$ cat config.mk
export PLATFORM = sky130hd
export DESIGN_NAME = vga_line_scan
export DESIGN_NICKNAME = d
export VERILOG_FILES = /design/src/rtl/vls_pkg.sv /design/src/rtl/vls_rst_sync.sv /design/src/rtl/vls_hgen.sv /design/src/rtl/vls_vgen.sv /design/src/rtl/vga_line_scan.sv
export SDC_FILE = /design/constraint.sdc
export NUM_CORES = 1
export LEC_CHECK = 0
export CORE_UTILIZATION = 30
export CTS_BUF_LIST = sky130_fd_sc_hd__clkbuf_4
export DETAILED_ROUTE_END_ITERATION = 8
export PLACE_DENSITY = 0.51
export SLEW_MARGIN = 20
export SYNTH_ARGS = -nofsm -noshare
export SYNTH_HDL_FRONTEND = slang
export SYNTH_SLANG_ARGS = --single-unit
export TNS_END_PERCENT = 30
$ cat constraint.sdc
create_clock -name clk -period 2.1 [get_ports clk]
set_input_delay 0.21 -clock clk [delete_from_list [all_inputs] [get_ports clk]]
set_output_delay 0.21 -clock clk [all_outputs]
set_load 0.01 [all_outputs]
$ cat src/rtl/vls_pkg.sv
package vls_pkg;

  localparam int PIX_W = 8;

  typedef struct packed {
    logic [1:0] rep;
    logic       short_fr;
  } scan_cfg_t;

endpackage

$ cat src/rtl/vls_rst_sync.sv
module vls_rst_sync (
  input  logic clk,
  input  logic rst_n,
  output logic rst_sync_n
);

  logic stage_q;
  logic out_q;

  always_ff @(posedge clk or negedge rst_n) begin
    if (!rst_n) begin
      stage_q <= 1'b0;
      out_q   <= 1'b0;
    end else begin
      stage_q <= 1'b1;
      out_q   <= stage_q;
    end
  end

  assign rst_sync_n = out_q;

endmodule

$ cat src/rtl/vls_hgen.sv
module vls_hgen #(
  parameter int SYNC_CYC  = 71,
  parameter int LEAD_CYC  = 35,
  parameter int ACT_CYC   = 468,
  parameter int TRAIL_CYC = 12,
  parameter int PIX_DIV   = 3,
  localparam int LINE_CYC = SYNC_CYC + LEAD_CYC + ACT_CYC + TRAIL_CYC,
  localparam int COLS     = ACT_CYC / PIX_DIV,
  localparam int COL_W    = $clog2(COLS + 1)
) (
  input  logic             clk,
  input  logic             rst_n,
  output logic             line_end,
  output logic             hs_act,
  output logic             rd_slot,
  output logic             ld_slot,
  output logic             clr_slot,
  output logic [COL_W-1:0] col
);

  localparam int HC_W     = $clog2(LINE_CYC);
  localparam int PH_W     = (PIX_DIV > 1) ? $clog2(PIX_DIV) : 1;
  localparam int ACT_LO   = SYNC_CYC + LEAD_CYC;
  localparam int ACT_HI   = ACT_LO + ACT_CYC - 1;
  localparam int RD_LO    = ACT_LO - 2;
  localparam int RD_HI    = ACT_HI - 2;
  localparam int LD_LO    = ACT_LO - 1;
  localparam int LD_HI    = ACT_HI - 1;

  logic [HC_W-1:0]  hc_q, hc_d;
  logic [PH_W-1:0]  ph_q, ph_d;
  logic [COL_W-1:0] col_q, col_d;
  logic             rd_win, ld_win;

  // next-state
  always_comb begin
    line_end = (hc_q == HC_W'(LINE_CYC - 1));
    hc_d     = line_end ? '0 : hc_q + 1'b1;

    if (hc_q == HC_W'(RD_LO - 1))
      ph_d = '0;
    else if (ph_q == PH_W'(PIX_DIV - 1))
      ph_d = '0;
    else
      ph_d = ph_q + 1'b1;

    rd_win   = (hc_q >= HC_W'(RD_LO)) && (hc_q <= HC_W'(RD_HI));
    ld_win   = (hc_q >= HC_W'(LD_LO)) && (hc_q <= HC_W'(LD_HI));
    rd_slot  = rd_win && (ph_q == '0);
    ld_slot  = ld_win && (ph_q == PH_W'(1));
    clr_slot = (hc_q == HC_W'(ACT_HI));
    hs_act   = (hc_q < HC_W'(SYNC_CYC));

    if (line_end)
      col_d = '0;
    else if (rd_slot)
      col_d = col_q + 1'b1;
    else
      col_d = col_q;
  end

  // registers
  always_ff @(posedge clk or negedge rst_n) begin
    if (!rst_n) begin
      hc_q  <= '0;
      ph_q  <= '0;
      col_q <= '0;
    end else begin
      hc_q  <= hc_d;
      ph_q  <= ph_d;
      col_q <= col_d;
    end
  end

  assign col = col_q;

  AST_COL_LIMIT: assert property (@(posedge clk) disable iff (!rst_n)
    rd_slot |-> (col_q < COL_W'(COLS)));
  AST_RD_GAP: assert property (@(posedge clk) disable iff (!rst_n)
    rd_slot |=> !rd_slot);

endmodule

$ cat src/rtl/vls_vgen.sv
module vls_vgen import vls_pkg::*; #(
  parameter int A_VIS  = 480,
  parameter int A_FP   = 10,
  parameter int A_VS   = 2,
  parameter int A_BP   = 33,
  parameter int B_VIS  = 350,
  parameter int B_FP   = 37,
  parameter int B_VS   = 2,
  parameter int B_BP   = 60,
  parameter int COLS   = 156,
  parameter int ADDR_W = 17
) (
  input  logic              clk,
  input  logic              rst_n,
  input  logic              line_end,
  input  logic [1:0]        rep_sel,
  input  logic              short_sel,
  output logic              vis_line,
  output logic              vs_act,
  output logic              frame_end,
  output scan_cfg_t         cfg,
  output logic [ADDR_W-1:0] row_base
);

  localparam int TOT_A   = A_VIS + A_FP + A_VS + A_BP;
  localparam int TOT_B   = B_VIS + B_FP + B_VS + B_BP;
  localparam int TOT_MAX = (TOT_A > TOT_B) ? TOT_A : TOT_B;
  localparam int VC_W    = $clog2(TOT_MAX);

  logic [VC_W-1:0]   vc_q, vc_d;
  logic [VC_W-1:0]   vis_n, sync_lo, sync_hi, last_ln;
  scan_cfg_t         cfg_q, cfg_d;
  logic [1:0]        rcnt_q, rcnt_d;
  logic [ADDR_W-1:0] base_q, base_d;

  // next-state
  always_comb begin
    if (cfg_q.short_fr) begin
      vis_n   = VC_W'(B_VIS);
      sync_lo = VC_W'(B_VIS + B_FP);
      sync_hi = VC_W'(B_VIS + B_FP + B_VS);
      last_ln = VC_W'(TOT_B - 1);
    end else begin
      vis_n   = VC_W'(A_VIS);
      sync_lo = VC_W'(A_VIS + A_FP);
      sync_hi = VC_W'(A_VIS + A_FP + A_VS);
      last_ln = VC_W'(TOT_A - 1);
    end

    vis_line  = (vc_q < vis_n);
    vs_act    = (vc_q >= sync_lo) && (vc_q < sync_hi);
    frame_end = line_end && (vc_q == last_ln);

    vc_d   = vc_q;
    cfg_d  = cfg_q;
    rcnt_d = rcnt_q;
    base_d = base_q;
    if (frame_end) begin
      vc_d           = '0;
      cfg_d.rep      = rep_sel;
      cfg_d.short_fr = short_sel;
      rcnt_d         = '0;
      base_d         = '0;
    end else begin
      vc_d = vc_q + 1'b1;
      if (vis_line) begin
        if (rcnt_q == cfg_q.rep) begin
          rcnt_d = '0;
          base_d = base_q + ADDR_W'(COLS);
        end else begin
          rcnt_d = rcnt_q + 1'b1;
        end
      end
    end
  end

  // registers, enabled once per line
  always_ff @(posedge clk or negedge rst_n) begin
    if (!rst_n) begin
      vc_q   <= '0;
      cfg_q  <= '0;
      rcnt_q <= '0;
      base_q <= '0;
    end else if (line_end) begin
      vc_q   <= vc_d;
      cfg_q  <= cfg_d;
      rcnt_q <= rcnt_d;
      base_q <= base_d;
    end
  end

  assign cfg      = cfg_q;
  assign row_base = base_q;

  AST_CFG_HOLD: assert property (@(posedge clk) disable iff (!rst_n)
    !frame_end |=> $stable(cfg_q));
  AST_ROW_HOLD: assert property (@(posedge clk) disable iff (!rst_n)
    !line_end |=> $stable(base_q));
  AST_SYNC_BLANK: assert property (@(posedge clk) disable iff (!rst_n)
    vs_act |-> !vis_line);

endmodule

$ cat src/rtl/vga_line_scan.sv
module vga_line_scan import vls_pkg::*; #(
  parameter int SYNC_CYC  = 71,
  parameter int LEAD_CYC  = 35,
  parameter int ACT_CYC   = 468,
  parameter int TRAIL_CYC = 12,
  parameter int PIX_DIV   = 3,
  parameter int A_VIS     = 480,
  parameter int A_FP      = 10,
  parameter int A_VS      = 2,
  parameter int A_BP      = 33,
  parameter int B_VIS     = 350,
  parameter int B_FP      = 37,
  parameter int B_VS      = 2,
  parameter int B_BP      = 60,
  localparam int COLS     = ACT_CYC / PIX_DIV,
  localparam int COL_W    = $clog2(COLS + 1),
  localparam int VIS_MAX  = (A_VIS > B_VIS) ? A_VIS : B_VIS,
  localparam int ADDR_W   = $clog2(VIS_MAX * COLS + 1)
) (
  input  logic              clk,
  input  logic              rst_n,
  input  logic [1:0]        rep_sel,
  input  logic              short_sel,
  output logic              fb_rd,
  output logic [ADDR_W-1:0] fb_addr,
  input  logic [PIX_W-1:0]  fb_data,
  output logic              hsync,
  output logic              vsync,
  output logic [PIX_W-1:0]  rgb
);

  logic              rst_s_n;
  logic              line_end, hs_act, rd_slot, ld_slot, clr_slot;
  logic [COL_W-1:0]  col;
  logic              vis_line, vs_act, frame_end;
  scan_cfg_t         cfg;
  logic [ADDR_W-1:0] row_base;
  logic [PIX_W-1:0]  rgb_q, rgb_d;
  logic              rgb_en;

  vls_rst_sync u_rst (
    .clk        (clk),
    .rst_n      (rst_n),
    .rst_sync_n (rst_s_n)
  );

  vls_hgen #(
    .SYNC_CYC  (SYNC_CYC),
    .LEAD_CYC  (LEAD_CYC),
    .ACT_CYC   (ACT_CYC),
    .TRAIL_CYC (TRAIL_CYC),
    .PIX_DIV   (PIX_DIV)
  ) u_h (
    .clk      (clk),
    .rst_n    (rst_s_n),
    .line_end (line_end),
    .hs_act   (hs_act),
    .rd_slot  (rd_slot),
    .ld_slot  (ld_slot),
    .clr_slot (clr_slot),
    .col      (col)
  );

  vls_vgen #(
    .A_VIS  (A_VIS),  .A_FP (A_FP), .A_VS (A_VS), .A_BP (A_BP),
    .B_VIS  (B_VIS),  .B_FP (B_FP), .B_VS (B_VS), .B_BP (B_BP),
    .COLS   (COLS),
    .ADDR_W (ADDR_W)
  ) u_v (
    .clk       (clk),
    .rst_n     (rst_s_n),
    .line_end  (line_end),
    .rep_sel   (rep_sel),
    .short_sel (short_sel),
    .vis_line  (vis_line),
    .vs_act    (vs_act),
    .frame_end (frame_end),
    .cfg       (cfg),
    .row_base  (row_base)
  );

  // pixel register next-state
  always_comb begin
    rgb_en = clr_slot || (ld_slot && vis_line);
    rgb_d  = clr_slot ? '0 : fb_data;
  end

  always_ff @(posedge clk or negedge rst_s_n) begin
    if (!rst_s_n)
      rgb_q <= '0;
    else if (rgb_en)
      rgb_q <= rgb_d;
  end

  assign fb_rd   = rd_slot && vis_line;
  assign fb_addr = row_base + ADDR_W'(col);
  assign hsync   = cfg.short_fr ? hs_act : !hs_act;
  assign vsync   = !vs_act;
  assign rgb     = rgb_q;

  AST_BLANK_DARK: assert property (@(posedge clk) disable iff (!rst_s_n)
    !vis_line |-> (rgb_q == '0));
  AST_SYNC_DARK: assert property (@(posedge clk) disable iff (!rst_s_n)
    hs_act |-> (rgb_q == '0));
  AST_FRAME_ON_LINE: assert property (@(posedge clk) disable iff (!rst_s_n)
    frame_end |-> (line_end && !vis_line));

endmodule

Word-level counts from Yosys, hierarchy flattened
Index checks and enable logic that the tools add are counted.

operators by class
  $add $sub $neg = 7
  magnitude comparators = 8
  equality and inequality tests = 7
  multiplexer cells = 18
  reductions and logical operators = 18

operator list
  operator                                                                              number
  17-bit 2-to-1 mux                                                                     3
  8-bit 2-to-1 mux                                                                      4
  10-bit 2-to-1 mux                                                                     3
  10-bit by 1-bit adder with 10-bit output, second input constant                       2
  10-bit equality test, second input constant                                           2
  10-bit by 7-bit greater-or-equal comparator with 1-bit output, second input constant  2
  10-bit <= comparator, second input constant                                           2
  10-bit by 9-bit < comparator with 1-bit output                                        2
  17-bit by 8-bit adder with 17-bit output                                              1
  17-bit by 8-bit adder with 17-bit output, second input constant                       1
  7-bit 2-to-1 mux                                                                      2
  10-bit equality test                                                                  1
  10-bit by 7-bit equality test with 1-bit output, second input constant                1
  10-bit by 9-bit greater-or-equal comparator with 1-bit output                         1
  10-bit by 7-bit < comparator with 1-bit output, second input constant                 1
  2-bit 2-to-1 mux                                                                      5
  8-bit by 1-bit adder with 8-bit output, second input constant                         1
  1-bit logical AND                                                                     8
  2-bit nonzero test                                                                    3
  2-bit by 1-bit adder with 2-bit output, second input constant                         2
  2-bit AND reduction                                                                   2
  3-bit AND reduction                                                                   1
  2-bit by 1-bit equality test with 1-bit output, second input constant                 1
  2-bit equality test                                                                   1
  other kinds (5)                                                                       6

word-level totals
  register bits = 62
  output and inout bits = 28
  word-level logic and storage cells = 69

Longest topological paths before layout
Gate-level depths: netlist of the first run.

  depth in word-level cells = 5
  mapped depth = 9
  depth with buffers taken out = 7

By module
Synthesis of the first run repeated with hierarchy kept, for this count alone.

second synthesis, totals
  cell total of the unflattened synthesis = 430
  area total of the unflattened synthesis = 3930.0 um^2

by module, submodules not included
  module         times used  cells an instance  area each (um^2)
  vls_vgen       1           212                1909.3
  vls_hgen       1           115                1109.8
  vga_line_scan  1           100                857.1
  vls_rst_sync   1           3                  53.8

Least setup slack after synthesis of the first run
Ideal clock, no wire load.

  path kind = reg2reg
  start = reg u_v.cfg_q (netlist bit u_v.cfg[0])
  end = reg u_v.vc_q[2]
  arrival time = 2262 ps
  required time = 1968 ps
  slack = -294 ps
  stages on the path, launching flop included = 8
  cells stage by stage = dfrtp_1 -> inv_1 -> ha_1 -> nor4b_1 -> o211ai_1 -> nor2_1 -> clkbuf_1 -> nor2_1

between the ends
  longest elaborated chain between the ends = 4

ends and longest elaborated chain
  element                 line            text
  from (decl)             vls_vgen.sv:32  scan_cfg_t cfg_q, cfg_d;
  from (signal assigned)  vls_vgen.sv:86  cfg_q <= cfg_d;
  10-bit 2-to-1 mux       vls_vgen.sv:38  if (cfg_q.short_fr) begin
  10-bit equality test    vls_vgen.sv:52  frame_end = line_end && (vc_q == last_ln);
  1-bit logical AND       vls_vgen.sv:52
  10-bit 2-to-1 mux       vls_vgen.sv:58  if (frame_end) begin
  to (signal assigned)    vls_vgen.sv:85  vc_q <= vc_d;
  to (decl)               vls_vgen.sv:30  logic [VC_W-1:0] vc_q, vc_d;

Every way passes these cells.
A chain may end at the register's enable or synchronous reset.

Worst setup path in the final report of the first run
  start = reg u_h.col_q[3] (netlist: u_h.col[3])
  end = out fb_addr[13]

between the ends
  longest elaborated chain between the ends = 1

ends and longest elaborated chain
  element                                   line                 text
  from (decl)                               vls_hgen.sv:32       logic [COL_W-1:0] col_q, col_d;
  from (signal assigned)                    vls_hgen.sv:71       col_q <= col_d;
  17-bit by 8-bit adder with 17-bit output  vga_line_scan.sv:96  assign fb_addr = row_base + ADDR_W'(col);
  to (decl)                                 vga_line_scan.sv:25  output logic [ADDR_W-1:0] fb_addr,

Every way passes these cells.

==> results of run 1 <==
[logic make-up (layout without fill, tap and decap cells)]
| logic type | count (synthesis) | in the layout | synth area share [%] |
|---|---|---|---|
| AOI/OAI and AO/OA | 82 | 83 | 13.9 |
| xor gates and xnor gates | 34 | 34 | 7.89 |
| adders and majority gates | 22 | 22 | 7.29 |
| buffers and inverters | 37 | 156 | 4.31 |
| DFF | 60 | 60 | 39.8 |
| muxes | 5 | 5 | 1.43 |
| other | 1 | 1 | 0.0993 |
| and+or+nand+nor | 172 | 172 | 25.3 |
[per-stage QoR]
| stage | utilization, % | setup TNS (ps) | total power [mW] |
|---|---|---|---|
| 3_3_place_gp | 39.9 | -7680 | 1.28 |
| 6_report | 44.9 | -7120 | 2.08 |
| 3_5_place_dp | 39.9 | -8410 | 1.28 |
| 5_1_grt | 44.9 | -10750 | 2.19 |
| 4_1_cts | 42.6 | -7800 | 2.12 |
| 2_1_floorplan | - | -32.4 | 1.22 |
[area by class of cell]
class / count / area share, %
Clock buffer: 9 / 1.24
Clock inverter: 7 / 1.24
Multi-Input combinational cell: 317 / 44.7
Sequential cell: 60 / 27.6
Timing Repair Buffer: 128 / 20.6
Tap cell: 168 / 3.85
Inverter: 12 / 0.872
[synth_stat cells (7+ instances only)]
cell type | instances | area, um^2
nand3_1 | 24 | 120
or4_1 | 12 | 90.1
nor2b_1 | 11 | 68.8
o31ai_1 | 15 | 113
a21oi_1 | 22 | 110
clkbuf_1 | 15 | 56.3
xnor2_1 | 26 | 228
nor2_1 | 28 | 105
nor3_1 | 11 | 55.1
dfrtp_1 | 60 | 1500
buf_2 | 7 | 35.0
inv_1 | 12 | 45.0
nand4_1 | 10 | 62.6
ha_1 | 22 | 275
xor2_1 | 8 | 70.1
o21ai_0 | 22 | 110
nand2_1 | 36 | 135
or4b_1 | 8 | 80.1
[power by group]
part | switching (mW) | total [mW] | leakage, nW | internal, mW
logic | 0.0319 | 0.0773 | 1.52 | 0.0454
clock network | 0.475 | 0.832 | 0.0693 | 0.356
registers | 0.0111 | 1.18 | 0.758 | 1.16
[how the worst max path moves through the flow]
stage | startpoint | end | depth (start not counted) | slack [ps]
after global routing | u_h.col[3] | fb_addr[13] | 9 | -510
after floorplan | u_h.hc_q[0] | rgb[6] | 8 | -20
final | u_h.col[3] | fb_addr[13] | 9 | -410
after CTS | u_v.row_base[3] | fb_addr[13] | 9 | -530
after global placement | u_h.col[3] | fb_addr[16] | 7 | -430
after detailed placement | u_h.col[3] | fb_addr[13] | 7 | -450
[routing by layer]
layer,vias up,part of all wire [%],track usage (%)
met5,-,0,0
li1,1735,-,-
met3,9,2.2,2.22
met1,1731,48,21.6
met4,0,1.1,5.45
met2,49,49,26.9
[critical path, stage by stage (launching register included)]
cell     delay (ps)
dfrtp_1         430
ha_4            260
a21oi_4         160
o21ai_2          90
o41a_1          380
buf_6           160
buf_6           100
nand3_2          60
xnor2_1         110
buf_2           150
[timing repair]
action / in CTS / in global routing
gates cloned: 1 / 2
endpoints found under the hold margin: 2 / 0
endpoints found under the setup margin: 44 / 48
setup buffers: 11 / 5
pin swaps: 49 / 16
resized for setup: 98 / 38
hold buffers: 1 / 0
[registers in the layout, indices dropped and copies added, names as in the netlist]
| signal | flops |
|---|---|
| u_v.row_base | 15 |
| u_h.hc_q | 10 |
| u_v.vc_q | 10 |
| rgb | 8 |
| u_h.col | 8 |
| u_v.cfg | 3 |
| u_h.ph_q | 2 |
| u_v.rcnt_q | 2 |
| u_rst.rst_sync_n | 1 |
| u_rst.stage_q | 1 |
==> results by group, run 1 <==
Die
  – Row cnt: 40
  – DIE AREA: approximately 13000 um^2
  – Starting Density: a little under a third
  – Die W: approximately 110 um
  – Core area: about 12000 um^2
  – I/O pin count: just over 40
  – Die height: between 100 and 150 um

Outcome
  – Failing checks: negative setup slack
  – Status: finished with violations

Setup path
  – Crit path DAT: ~2300 ps
  – WP data required: approximately 1900 ps
  – R2R Setup Slk: -220 ps
  – Worst R2R Path Depth: 9
  – Crit end category: output port
  – Crit Path Max Fanout: 3
  – Crit Path Class: reg -> out
  – CP Launch Type: flip-flop
  – RR Endpoint: u_v.row_base[6]
  – R2R Path Start: u_v.cfg[0]

Place
  – Post-DP Area: approximately 4800 um^2
  – Port Buffers: 40
  – Inst Count DP: 665
  – Post-DP HPWL: just under 7000 um
  – Final Wtd Congestion: roughly 0.87
  – DP Worst Slack: -450 ps

Timing
  – Final slew viol count: 0
  – Final hold vios: 0
  – RSZ-0062 raised after global routing: true
  – Fin crit share: 119%
  – Final setup fails: 36
  – Relative slew margins: ~63%
  – Worst Skew: between 20 and 30 ps
  – Hold WS: slightly below 200 ps
  – Worst-Margin Slew: around 550 ps
  – Setup ws final: -409 ps
  – Tmin final: between 2000 and 3000 ps
  – Fmax: 399 MHz

Routing
  – 1st-iter DRT viols: around 130
  – Routed Antenna Nets: 0
  – Via/cell ratio: roughly 5.0
  – Pre-antenna DRT Iters: 4
  – Routed WL per cell: between 10 and 15 um
  – Via count: roughly 3500
  – Post-Route WL: approximately 10000 um
  – DRC violation count after routing: 0

Final layout
  – FF+latch area: about 1500 um^2
  – # fillers: roughly 1200
  – Commonest cells after routing, fill and taps aside: 71 x buf_4, 58 x dfrtp_1, 32 x nand2_1
  – Post-Layout Inst Area: between 5000 and 6000 um^2
  – Non-filler instance count after layout: around 700
  – Antenna cell count: 0
  – Commonest non-fill, non-tap cell in the layout: buf_4
  – Fin nets: 563
  – Share of cells above drive strength 1: approximately a third
  – Area growth, synth to finish: 44.5%
  – Multi-input logic area: ~2400 um^2

Global routing
  – Gr ovfl total: 0
  – Initial antenna violation count: 0
  – Vias in the first global route: roughly 3400
  – Overall global routing resource usage: between 15 and 20%
  – Largest net degree at the start of global routing: 43
  – First-pass GRT wire length: roughly 17000 um

Yosys
  – Number of synthesized flops with an enable pin: 0
  – Post-Syn Instances: approximately 410
  – Mapped Avg Cell Area: about 9.1 um^2
  – Syn Nets: ~450
  – Post-synth ARST share: 100%
  – Yosys warnings: 0
  – Synthesized flop and latch total: 60
  – Post-Syn Area: 3770 um^2
  – Sequential element share of the synthesized area: between 30 and 40%
  – Cell variety after synth: between 50 and 60
  – Main synth FF type: dfrtp_1

Power and ir drop
  – Max VDD drop: between 0.2 and 0.3 mV
  – Cell leakage power: around 2.3 nW
  – PD cells: approximately 380 nW/um^2

CTS
  – CTS tree: yes
  – CTS Buf Count: 9
  – Clock Pin Slew Worst Setup and Hold Paths: 130 ps
  – Bufs on Longest Clock Path: 2
  – Worst-skew pair later-pin latency: around 410 ps
  – Root buffer cell: clkbuf_4
  – Clock sinks: 60
  – H-tree Lvls: 3

Worst hold path
  – Hold Path Class: reg -> async

Run
  – Max-cap violations: 0
Note: power is estimated with default switching activity, not from simulation.
==> run 2, diff against run 1 <==
==> constraint.sdc (replaced) <==
create_clock -name clk -period 2.2 [get_ports clk]
set_input_delay 0.22 -clock clk [delete_from_list [all_inputs] [get_ports clk]]
set_output_delay 0.22 -clock clk [all_outputs]
set_load 0.01 [all_outputs]
==> results by group, run 2 (synthesis results as in run 1) <==
CTS
  – Worst-skew pair later-pin latency: 420 ps (about the same)
  – Root buffer cell: clkbuf_4
  – CTS tree: yes
  – CTS Buf Count: 9 (unchanged)
  – H-tree Lvls: 3 (unchanged)
  – Bufs on Longest Clock Path: 2 (unchanged)
  – Clock sinks: 60 (unchanged)
  – Clock Pin Slew Worst Setup and Hold Paths: 110 ps (-20 ps)

Timing
  – Final slew viol count: 0 (unchanged)
  – Tmin final: 2550 ps
  – Worst-Margin Slew: 621 ps (+67.2 ps)
  – Setup ws final: -351 ps (+58.1 ps)
  – Final setup fails: 13 (-64%)
  – Fmax: 392 MHz
  – RSZ-0062 raised after global routing: true
  – Worst Skew: 19.5 ps (-6.68 ps)
  – Fin crit share: 116%
  – Final hold vios: 0 (unchanged)
  – Hold WS: 274 ps (+78.2 ps)
  – Relative slew margins: 58.6% (-4.5 points)
  – Setup TNS: -2780 ps (+4340 ps)

Global routing
  – Vias in the first global route: 3360 (-1.1%)
  – First-pass GRT wire length: 16600 um (-1.3%)
  – Overall global routing resource usage: 16.2% (+0.034 points)
  – Initial antenna violation count: 0 (unchanged)
  – Largest net degree at the start of global routing: 35 (-19%)
  – Gr ovfl total: 0 (unchanged)

Place
  – DP Worst Slack: -393 ps (+57.2 ps)
  – Final Wtd Congestion: 0.854 (-1.4%)
  – Post-DP HPWL: 6630 um (-2.3%)
  – Port Buffers: 40 (unchanged)

Setup path
  – Crit. path cell count: 9 (unchanged)
  – WP data required: 1980 ps (+90 ps)
  – Crit end category: output port
  – CP Launch Type: flip-flop
  – Crit path cell chain: ha_4 -> a21oi_4 -> o21ai_2 -> buf_6 -> o41a_1 -> buf_4 -> nand2_2 -> xnor2_1 -> buf_2
  – WP buf/inv: 3 (unchanged)
  – RR Endpoint: u_v.row_base[11]
  – Crit-path slowest cell: dfrtp_1
  – R2R Path Start: u_v.cfg[0]
  – Worst R2R Path Depth: 9 (unchanged)
  – Crit Path Class: reg -> out
  – Crit path DAT: 2330 ps (+30 ps)
  – Crit-path leading delay family: compound AO/OA/AOI/OAI gates
  – R2R Setup Slk: 0 ps (+220 ps)
  – Crit Path Max Fanout: 3 (unchanged)
  – Crit path largest cell delay: 430 ps (about the same)

Die
  – Die W: 114 um (unchanged)
  – DIE AREA: 13000 um^2 (unchanged)
  – Die height: 114 um (unchanged)
  – Row cnt: 40 (unchanged)
  – Core area: 12200 um^2 (unchanged)
  – I/O pin count: 41 (unchanged)
  – Starting Density: 31.0% (unchanged)

Routing
  – Via count: 3409 (-3.3%)
  – Pre-antenna DRT Iters: 4 (unchanged)
  – Post-Route WL: 9570 um (-8.5%)
  – Via/cell ratio: 5.00 (-0.57%)
  – DRC violation count after routing: 0 (unchanged)
  – Routed Antenna Nets: 0 (unchanged)
  – 1st-iter DRT viols: 153 (+16%)
  – Routed WL per cell: 14.0 um (-6.0%)

Power and ir drop
  – Max VDD drop: 0.285 mV (+2.6%)
  – Cell leakage power: 2.25 nW (-4.3%)
  – Post-layout total power: 2.21 mW (+6.1%)
  – PD cells: 425 nW/um^2 (+11%)

Run
  – Max-cap violations: 0 (unchanged)

Final layout
  – Area growth, synth to finish: 37.8%
  – Antenna cell count: 0 (unchanged)
  – Fin nets: 544 (-3.4%)
  – Share of cells above drive strength 1: 29.0% (-5.2 points)
  – Largest register FFs: 15 (unchanged)
  – Commonest cells after routing, fill and taps aside: 58 x buf_4, 58 x dfrtp_1, 33 x nand2_1

Outcome
  – Failing checks: negative setup slack
  – Status: finished with violations

Worst hold path
  – Hold Path Class: reg -> async
[run 2: changes by cell type in the layout (fill, tap and decap cells not counted), moves of 2 or more]
cell / change
buf_2: -2
buf_12: -2
clkinvlp_4: -2
ha_4: -2
bufinv_16: +2
a21oi_2: -4
ha_1: +2
a21oi_1: +4
clkbuf_4: +2
clkbuf_16: -2
buf_4: -13
[run 2: layout make-up]
type	count	area, um^2
Clock buffer	11	82.6
Clock inverter	5	100
Fill cell	1165	6960
Inverter	12	45.0
Multi-Input combinational cell	317	2350
Sequential cell	60	1500
Tap cell	168	210
Timing Repair Buffer	109	905
[run 2: through the flow]
step	instances	util [%]	instance area (um^2)
2_1_floorplan	413	-	3790
3_3_place_gp	655	39.0	4750
3_5_place_dp	655	39.0	4750
4_1_cts	682	41.7	5070
5_1_grt	682	42.8	5200
6_report	682	42.8	5200
[run 2: what timing repair did]
action / CTS / global route
hold buffers: 1 / 0
cloned: 1 / 0
setup buffers: 9 / 0
endpoints found under the setup margin: 39 / 39
pin swaps: 16 / 23
resized for setup: 87 / 31
endpoints found under the hold margin: 2 / 0
[run 2: worst max-delay path by stage]
stage                     from           to  slack (ps)
2_1_floorplan       u_v.cfg[0]   u_v.cfg[1]          30
3_3_place_gp        u_h.col[3]  fb_addr[10]        -370
3_5_place_dp        u_h.col[3]  fb_addr[16]        -390
4_1_cts        u_v.row_base[3]  fb_addr[16]        -390
5_1_grt             u_h.col[3]  fb_addr[14]        -490
6_report            u_h.col[3]  fb_addr[14]        -350
[run 2: routing by layer]
layer  wire length (um)  part of all wire [%]  global-route usage [%]  vias to the layer above
met2               4510                    47                    26.3                       61
met4                208                   2.2                    6.93                        0
met3                366                   3.8                    2.96                       16
met5                  0                     0                       0                        -
met1               4490                    47                    21.1                     1628
li1                   -                     -                       -                     1704
[run 2: worst register-to-register path, stage by stage, from the launching register on]
cell and delay, ps:
dfrtp_2 450, inv_2 70, buf_4 150, ha_4 150, a21oi_1 160, o21ai_1 130
o21a_4 260, buf_6 150, or4_1 490, a21oi_2 140
[run 2: report_power, final]
part	total, mW	switching [mW]	internal (mW)
clock	1.02	0.420	0.598
sequential	1.13	0.0137	1.11
combinational	0.0687	0.0261	0.0426
total	2.21	0.460	1.75
